File: config.mk
export PLATFORM = sky130hd
export DESIGN_NAME = bl_pwm_top
export DESIGN_NICKNAME = d
export VERILOG_FILES = /design/src/rtl/bl_pwm_pkg.sv /design/src/rtl/bl_pwm_regs.sv /design/src/rtl/bl_pwm_prescaler.sv /design/src/rtl/bl_pwm_core.sv /design/src/rtl/bl_pwm_top.sv
export SDC_FILE = /design/constraint.sdc
export NUM_CORES = 1
export LEC_CHECK = 0
export CORE_AREA = 2 2 118 120
export DETAILED_ROUTE_END_ITERATION = 7
export DIE_AREA = 0 0 120 122
export DONT_BUFFER_PORTS = 1
export GPL_TIMING_DRIVEN = 0
export MAX_ROUTING_LAYER = met4
export PLACE_DENSITY = 0.61
export SYNTH_ARGS = -nofsm -noshare
export SYNTH_HDL_FRONTEND = slang
export SYNTH_SLANG_ARGS = --single-unit
File: constraint.sdc
create_clock -name clk -period 2.71 [get_ports clk]
set_input_delay 0.542 -clock clk [delete_from_list [all_inputs] [get_ports clk]]
set_output_delay 0.542 -clock clk [all_outputs]
set_load 0.02 [all_outputs]
File: src/rtl/bl_pwm_pkg.sv
package bl_pwm_pkg;
  // Register byte offsets
  localparam int OFF_ENABLE = 'h00;
  localparam int OFF_COMMIT = 'h08;
  localparam int OFF_PRESC  = 'h10;
  localparam int OFF_SHAPE  = 'h14;

  // Field positions and default widths
  localparam int PRESC_LSB  = 16;
  localparam int PER_LSB    = 0;
  localparam int HIGH_LSB   = 16;
  localparam int DEF_DIV_W  = 10;
  localparam int DEF_PER_W  = 12;
  localparam int DEF_HIGH_W = 13;

  typedef enum logic [2:0] {
    SEL_NONE,
    SEL_ENABLE,
    SEL_COMMIT,
    SEL_PRESC,
    SEL_SHAPE
  } reg_sel_e;
endpackage

File: src/rtl/bl_pwm_regs.sv
module bl_pwm_regs
  import bl_pwm_pkg::*;
#(
  parameter int ADDR_W = 8,
  parameter int DATA_W = 32,
  parameter int DIV_W  = DEF_DIV_W,
  parameter int PER_W  = DEF_PER_W,
  parameter int HIGH_W = DEF_HIGH_W
) (
  input  logic              clk,
  input  logic              rst,
  input  logic              bus_sel,
  input  logic              bus_we,
  input  logic [ADDR_W-1:0] bus_addr,
  input  logic [DATA_W-1:0] bus_wdata,
  output logic [DATA_W-1:0] bus_rdata,
  output logic              enable_o,
  output logic              commit_pulse_o,
  output logic [DIV_W-1:0]  div_cm_o,
  output logic [PER_W-1:0]  per_cm_o,
  output logic [HIGH_W-1:0] high_cm_o
);
  reg_sel_e           sel;
  logic               en_q;
  logic               commit_q;
  logic [DIV_W-1:0]   div_stg;
  logic [PER_W-1:0]   per_stg;
  logic [HIGH_W-1:0]  high_stg;
  logic [DATA_W-1:0]  rd_word;
  logic               wr_acc;
  logic               rd_acc;
  logic               unused_wbits;

  assign unused_wbits = ^bus_wdata;
  assign wr_acc = bus_sel & bus_we;
  assign rd_acc = bus_sel & ~bus_we;

  always_comb begin
    if (bus_addr == ADDR_W'(OFF_ENABLE))      sel = SEL_ENABLE;
    else if (bus_addr == ADDR_W'(OFF_COMMIT)) sel = SEL_COMMIT;
    else if (bus_addr == ADDR_W'(OFF_PRESC))  sel = SEL_PRESC;
    else if (bus_addr == ADDR_W'(OFF_SHAPE))  sel = SEL_SHAPE;
    else                                      sel = SEL_NONE;
  end

  always_comb begin
    rd_word = '0;
    case (sel)
      SEL_ENABLE: rd_word[0] = en_q;
      SEL_COMMIT: rd_word[0] = commit_q;
      SEL_PRESC:  rd_word[PRESC_LSB +: DIV_W] = div_stg;
      SEL_SHAPE: begin
        rd_word[PER_LSB +: PER_W]   = per_stg;
        rd_word[HIGH_LSB +: HIGH_W] = high_stg;
      end
      default: rd_word = '0;
    endcase
  end

  always_ff @(posedge clk) begin
    if (rst) begin
      en_q           <= 1'b0;
      commit_q       <= 1'b0;
      div_stg        <= '0;
      per_stg        <= '0;
      high_stg       <= '0;
      div_cm_o       <= '0;
      per_cm_o       <= '0;
      high_cm_o      <= '0;
      commit_pulse_o <= 1'b0;
      bus_rdata      <= '0;
    end else begin
      commit_pulse_o <= 1'b0;
      if (rd_acc) bus_rdata <= rd_word;
      if (wr_acc) begin
        case (sel)
          SEL_ENABLE: en_q <= bus_wdata[0];
          SEL_COMMIT: begin
            commit_q <= bus_wdata[0];
            if (bus_wdata[0] && !commit_q) begin
              div_cm_o       <= div_stg;
              per_cm_o       <= per_stg;
              high_cm_o      <= high_stg;
              commit_pulse_o <= 1'b1;
            end
          end
          SEL_PRESC: div_stg <= bus_wdata[PRESC_LSB +: DIV_W];
          SEL_SHAPE: begin
            per_stg  <= bus_wdata[PER_LSB +: PER_W];
            high_stg <= bus_wdata[HIGH_LSB +: HIGH_W];
          end
          default: ;
        endcase
      end
    end
  end

  assign enable_o = en_q;
endmodule

File: src/rtl/bl_pwm_prescaler.sv
module bl_pwm_prescaler #(
  parameter int DIV_W = 10
) (
  input  logic             clk,
  input  logic             rst,
  input  logic             enable,
  input  logic [DIV_W-1:0] div_act,
  output logic [DIV_W-1:0] tcnt,
  output logic             tick
);
  assign tick = enable && (tcnt == div_act);

  always_ff @(posedge clk) begin
    if (rst || !enable) tcnt <= '0;
    else if (tick)      tcnt <= '0;
    else                tcnt <= tcnt + 1'b1;
  end
endmodule

File: src/rtl/bl_pwm_core.sv
module bl_pwm_core #(
  parameter int DIV_W  = 10,
  parameter int PER_W  = 12,
  parameter int HIGH_W = 13
) (
  input  logic              clk,
  input  logic              rst,
  input  logic              enable,
  input  logic              tick,
  input  logic              commit_pulse,
  input  logic [DIV_W-1:0]  div_cm,
  input  logic [PER_W-1:0]  per_cm,
  input  logic [HIGH_W-1:0] high_cm,
  output logic [DIV_W-1:0]  div_act,
  output logic [PER_W-1:0]  per_act,
  output logic [HIGH_W-1:0] high_act,
  output logic [PER_W-1:0]  pcnt,
  output logic              pwm_q
);
  localparam int CMP_W = (PER_W > HIGH_W) ? PER_W : HIGH_W;

  logic pend;
  logic want;
  logic boundary;
  logic load;
  logic in_high;

  assign boundary = tick && (pcnt == per_act);
  assign want     = pend | commit_pulse;
  assign load     = want && (boundary || !enable);
  assign in_high  = CMP_W'(pcnt) <= CMP_W'(high_act);

  always_ff @(posedge clk) begin
    if (rst) begin
      pend     <= 1'b0;
      div_act  <= '0;
      per_act  <= '0;
      high_act <= '0;
      pcnt     <= '0;
      pwm_q    <= 1'b0;
    end else begin
      pend  <= want && !load;
      pwm_q <= enable && in_high;
      if (load) begin
        div_act  <= div_cm;
        per_act  <= per_cm;
        high_act <= high_cm;
      end
      if (!enable || boundary) pcnt <= '0;
      else if (tick)           pcnt <= pcnt + 1'b1;
    end
  end
endmodule

File: src/rtl/bl_pwm_top.sv
module bl_pwm_top
  import bl_pwm_pkg::*;
#(
  parameter int ADDR_W = 8,
  parameter int DATA_W = 32,
  parameter int DIV_W  = DEF_DIV_W,
  parameter int PER_W  = DEF_PER_W,
  parameter int HIGH_W = DEF_HIGH_W
) (
  input  logic              clk,
  input  logic              rst,
  input  logic              bus_sel,
  input  logic              bus_we,
  input  logic [ADDR_W-1:0] bus_addr,
  input  logic [DATA_W-1:0] bus_wdata,
  output logic [DATA_W-1:0] bus_rdata,
  output logic              pwm_out
);
  logic              en_w;
  logic              commit_pulse_w;
  logic [DIV_W-1:0]  div_cm_w;
  logic [PER_W-1:0]  per_cm_w;
  logic [HIGH_W-1:0] high_cm_w;
  logic [DIV_W-1:0]  div_act_w;
  logic [PER_W-1:0]  per_act_w;
  logic [HIGH_W-1:0] high_act_w;
  logic [DIV_W-1:0]  tcnt_w;
  logic [PER_W-1:0]  pcnt_w;
  logic              tick_w;

  bl_pwm_regs #(
    .ADDR_W(ADDR_W), .DATA_W(DATA_W),
    .DIV_W(DIV_W), .PER_W(PER_W), .HIGH_W(HIGH_W)
  ) u_regs (
    .clk(clk), .rst(rst),
    .bus_sel(bus_sel), .bus_we(bus_we), .bus_addr(bus_addr),
    .bus_wdata(bus_wdata), .bus_rdata(bus_rdata),
    .enable_o(en_w), .commit_pulse_o(commit_pulse_w),
    .div_cm_o(div_cm_w), .per_cm_o(per_cm_w), .high_cm_o(high_cm_w)
  );

  bl_pwm_prescaler #(.DIV_W(DIV_W)) u_presc (
    .clk(clk), .rst(rst), .enable(en_w),
    .div_act(div_act_w), .tcnt(tcnt_w), .tick(tick_w)
  );

  bl_pwm_core #(.DIV_W(DIV_W), .PER_W(PER_W), .HIGH_W(HIGH_W)) u_core (
    .clk(clk), .rst(rst), .enable(en_w), .tick(tick_w),
    .commit_pulse(commit_pulse_w),
    .div_cm(div_cm_w), .per_cm(per_cm_w), .high_cm(high_cm_w),
    .div_act(div_act_w), .per_act(per_act_w), .high_act(high_act_w),
    .pcnt(pcnt_w), .pwm_q(pwm_out)
  );
endmodule

==> results.sh <==
export IMPL_synth_warning_count=0
export IMPL_grt_overflow=0
export IMPL_combPwrFrac_pct=2.1
export IMPL_hold_end="u_regs.per_stg[6]$_SDFFE_PP0P_"
export IMPL_place_gp_congestion=0.840
export IMPL_p_sw_share_pct=21.4
export IMPL_cp_start_kind="register"
export IMPL_drtIter0Drc=209
export IMPL_final_nets=819
export IMPL_finClkSkew_ns=0.00905
export IMPL_yosysSeqAreaShare_pct=47.8
export IMPL_rsz0062_at_grt="false"
export IMPL_synth_async_reset_ratio_pct=0
export IMPL_io_pins=77
export IMPL_syn_to_final_growth_pct=13.3
export IMPL_ys_seq_elements=157
export IMPL_hpwlAfterDp_um=11500
export IMPL_timing_reg2reg_setup_slack_ns=0.55
export IMPL_hold_path_depth=2
export IMPL_seq_power_share_pct=47.4
export IMPL_core_area_um2=13500
export IMPL_drive_gt1_share_pct=13.3
export IMPL_seq_area_um2=3140
export IMPL_cpPeakStageDelay_ns=0.41
export IMPL_crit_required_ns=3.00
export IMPL_num_vias=4960
export IMPL_grt_pass1_wl_um=25600
export IMPL_clkSlewWorstSetupHoldPaths_ns=0.06
export IMPL_grt_pass1_vias=5164
export IMPL_viasPerCell=5.20
export IMPL_dp_cells=922
export IMPL_synthDistinctLibCells=43
export IMPL_syn_instance_count=736
export IMPL_instances_no_fill=954
export IMPL_cts_root_buf="clkbuf_16"
export IMPL_multi_input_area_um2=3110
export IMPL_drc_errors=0
export IMPL_ant_nets=0
export IMPL_antenna_found_initial=0
export IMPL_grt_max_degree=17
export IMPL_post_route_period_util_pct=79.6
export IMPL_clock_latency_ns=0.43
export IMPL_cts_tree="yes"
export IMPL_period_needed_ns=2.16
export IMPL_cts_buffers=17
export IMPL_initial_core_util_pct=48.7
export IMPL_wl_um=15300
export IMPL_die_w_um=120
export IMPL_dieArea_um2=14600
export IMPL_status="finished, final reports clean"
export IMPL_post_cts_resized=0
export IMPL_antennaDiodeCount=0
export IMPL_crit_chain="xnor2_1 -> nand4_1 -> nor3_1 -> buf_2 -> nand2b_1 -> clkbuf_1 -> nor2_1"
export IMPL_powerDensity_nw_per_um2=661
export IMPL_hold_viol=0
export IMPL_fp_dieH_um=122
export IMPL_finalSetupViolCount=0
export IMPL_arrival_ns=2.45
export IMPL_internal_power_w=0.00387
export IMPL_max_freq_mhz=464
export IMPL_final_cell_mix="dfxtp_1 (157), nand2_1 (131), nor2_1 (83)"
export IMPL_setup_slack_ns=0.553
export IMPL_fill_cells=1229
export IMPL_worst_path_dominant_cell_family="simple AND/OR/NAND/NOR gates"
export IMPL_layout_commonest_cell="dfxtp_1"
export IMPL_cts_max_level=4
export IMPL_cap_violations=0
export IMPL_cp_slowest_cell="dfxtp_1"
export IMPL_hp_start="bus_wdata[6]"
export IMPL_crit_buf_inv=2
export IMPL_grt_use_total_pct=23.0
export IMPL_ys_flop_type="dfxtp_1"
export IMPL_clk_path_buf_depth=2
export IMPL_final_util_pct=55.2
export IMPL_r2r_end="u_presc.tcnt[8]$_SDFF_PP0_"
export IMPL_relSlewSlack_pct=50.4
export IMPL_finalSetupTns_ns=0
export IMPL_post_cts_setup_buffers=0
export IMPL_r2r_cells=7
export IMPL_r2r_start="u_presc.tcnt[7]$_SDFF_PP0_"
export IMPL_worstSetupPathType="register to register"
export IMPL_hold_buffers=0
export IMPL_cts_sinks=157
export IMPL_hp_class="primary input to register"
export IMPL_cp_end_kind="register"
export IMPL_wl_per_cell_um=16.1
export IMPL_path_max_fanout=10
export IMPL_avgSynthCellArea_um2=8.93
export IMPL_synth_edf_count=0
export IMPL_power_leakage_nw=2.86
export IMPL_syn_area_um2=6580
export IMPL_pwr_share_clk_pct=50.5
export IMPL_dp_slack_ns=0.219
export IMPL_tightest_slew_ns=0.744
export IMPL_ir_drop_mv=0.537
export IMPL_io_buffers=0
export IMPL_maxSlewViolCount=0
export IMPL_std_cell_rows=43
export IMPL_p_sw_w=0.00105
export IMPL_drtPass1Iterations=5
## cell type report
class,instances,area share [%]
buffer,52,3.96
clock buffer,20,6.27
clock inverter,12,2.13
inverter,14,0.706
multi-input combinational,519,41.7
sequential,157,42.2
tap,180,3.02
## kinds of logic after synthesis
| logic type | count (synthesis) | synth area share [%] |
|---|---|---|
| buffers and inverters | 66 | 5.29 |
| multiplexers | 50 | 7.63 |
| flip-flops | 157 | 47.8 |
| adder cells (fa/ha/maj) | 14 | 2.66 |
| XOR/XNOR | 37 | 4.93 |
| AND/OR/NAND/NOR | 306 | 21.0 |
| other | 1 | 0.0570 |
| AO/OA/AOI/OAI | 105 | 10.6 |
## routing by layer
metal  track usage [%]  routed length, um  vias to the layer above  part of all wire (%)
li1                  -                  -                     2517                     -
met4              9.93                269                        0                   1.8
met2              37.4               7390                      103                    48
met1              27.7               7050                     2318                    46
met5                 -                  0                        -                     0
met3              4.49                609                       22                   4.0
## worst max-delay path by stage
stage | end | slack (ns) | depth (start not counted) | from
2_1_floorplan | u_regs.div_cm_o[6]$_SDFFE_PP0P_ | 0.53 | 7 | bus_addr[0]
4_1_cts | u_presc.tcnt[8]$_SDFF_PP0_ | 0.56 | 7 | u_presc.tcnt[2]$_SDFF_PP0_
3_3_place_gp | u_regs.div_cm_o[1]$_SDFFE_PP0P_ | 0.28 | 7 | bus_addr[0]
6_report | u_presc.tcnt[8]$_SDFF_PP0_ | 0.55 | 7 | u_presc.tcnt[7]$_SDFF_PP0_
5_1_grt | u_presc.tcnt[7]$_SDFF_PP0_ | 0.30 | 7 | u_presc.tcnt[7]$_SDFF_PP0_
3_5_place_dp | u_regs.per_cm_o[10]$_SDFFE_PP0P_ | 0.22 | 7 | bus_addr[0]
## sequential cells by signal, indices dropped and copies added, names as in the netlist
register / count
u_regs.div_cm_o: 10
u_regs.per_stg: 12
u_regs.enable_o: 1
u_core.pcnt: 12
u_core.pwm_q: 1
u_presc.tcnt: 10
u_regs.bus_rdata: 25
u_regs.per_cm_o: 12
u_core.per_act: 12
u_regs.high_stg: 13
u_core.pend: 1
u_core.div_act: 10
u_regs.commit_q: 1
u_regs.commit_pulse_o: 1
u_regs.div_stg: 10
u_core.high_act: 13
u_regs.high_cm_o: 13
## Yosys cell counts, types with 6 or more instances
cell        n  area (um2)
mux2i_1    49         490
a21oi_2    30         263
buf_4       9        67.6
nand4_1     8        50.1
nor3_1     14        70.1
buf_2      10        50.1
inv_1      14        52.6
a21oi_1    53         265
dfxtp_1   157        3140
xor2_1     10        87.6
nand2_2    10        62.6
and3_1      6        37.5
a221oi_1   11        96.3
nand3_1    27         135
ha_1       14         175
nand2_1   131         492
nor2_1     83         312
xnor2_1    27         236
clkbuf_1   27         101
## worst reg2reg max path: cells and delay by family, from the launching register on
kind | cells | cell delay (ns)
xor gates and xnor gates | 1 | 0.17
DFF | 1 | 0.41
and+or+nand+nor | 4 | 0.78
buffers and inverters | 2 | 0.66
## power groups by stage
stage | sequential [W] | clock [W] | combinational [W]
floorplan | 0.00238 | 0 | 0.0000780
global placement | 0.00239 | 0 | 0.000101
CTS | 0.00233 | 0.00251 | 0.000104
global route | 0.00233 | 0.00261 | 0.000114
detailed placement | 0.00239 | 0 | 0.000103
finish | 0.00234 | 0.00249 | 0.000104
## per-stage QoR
| stage | area [um2] | total power (W) | hold slack (ns) |
|---|---|---|---|
| finish | 7450 | 0.00492 | 0.244 |
| CTS | 7450 | 0.00495 | 0.236 |
| global route | 7450 | 0.00506 | 0.236 |
| detailed placement | 6820 | 0.00249 | 0.459 |
| global placement | 6820 | 0.00249 | 0.450 |
| floorplan | 6600 | 0.00246 | 0.432 |
(Power assumes the default switching activity.)
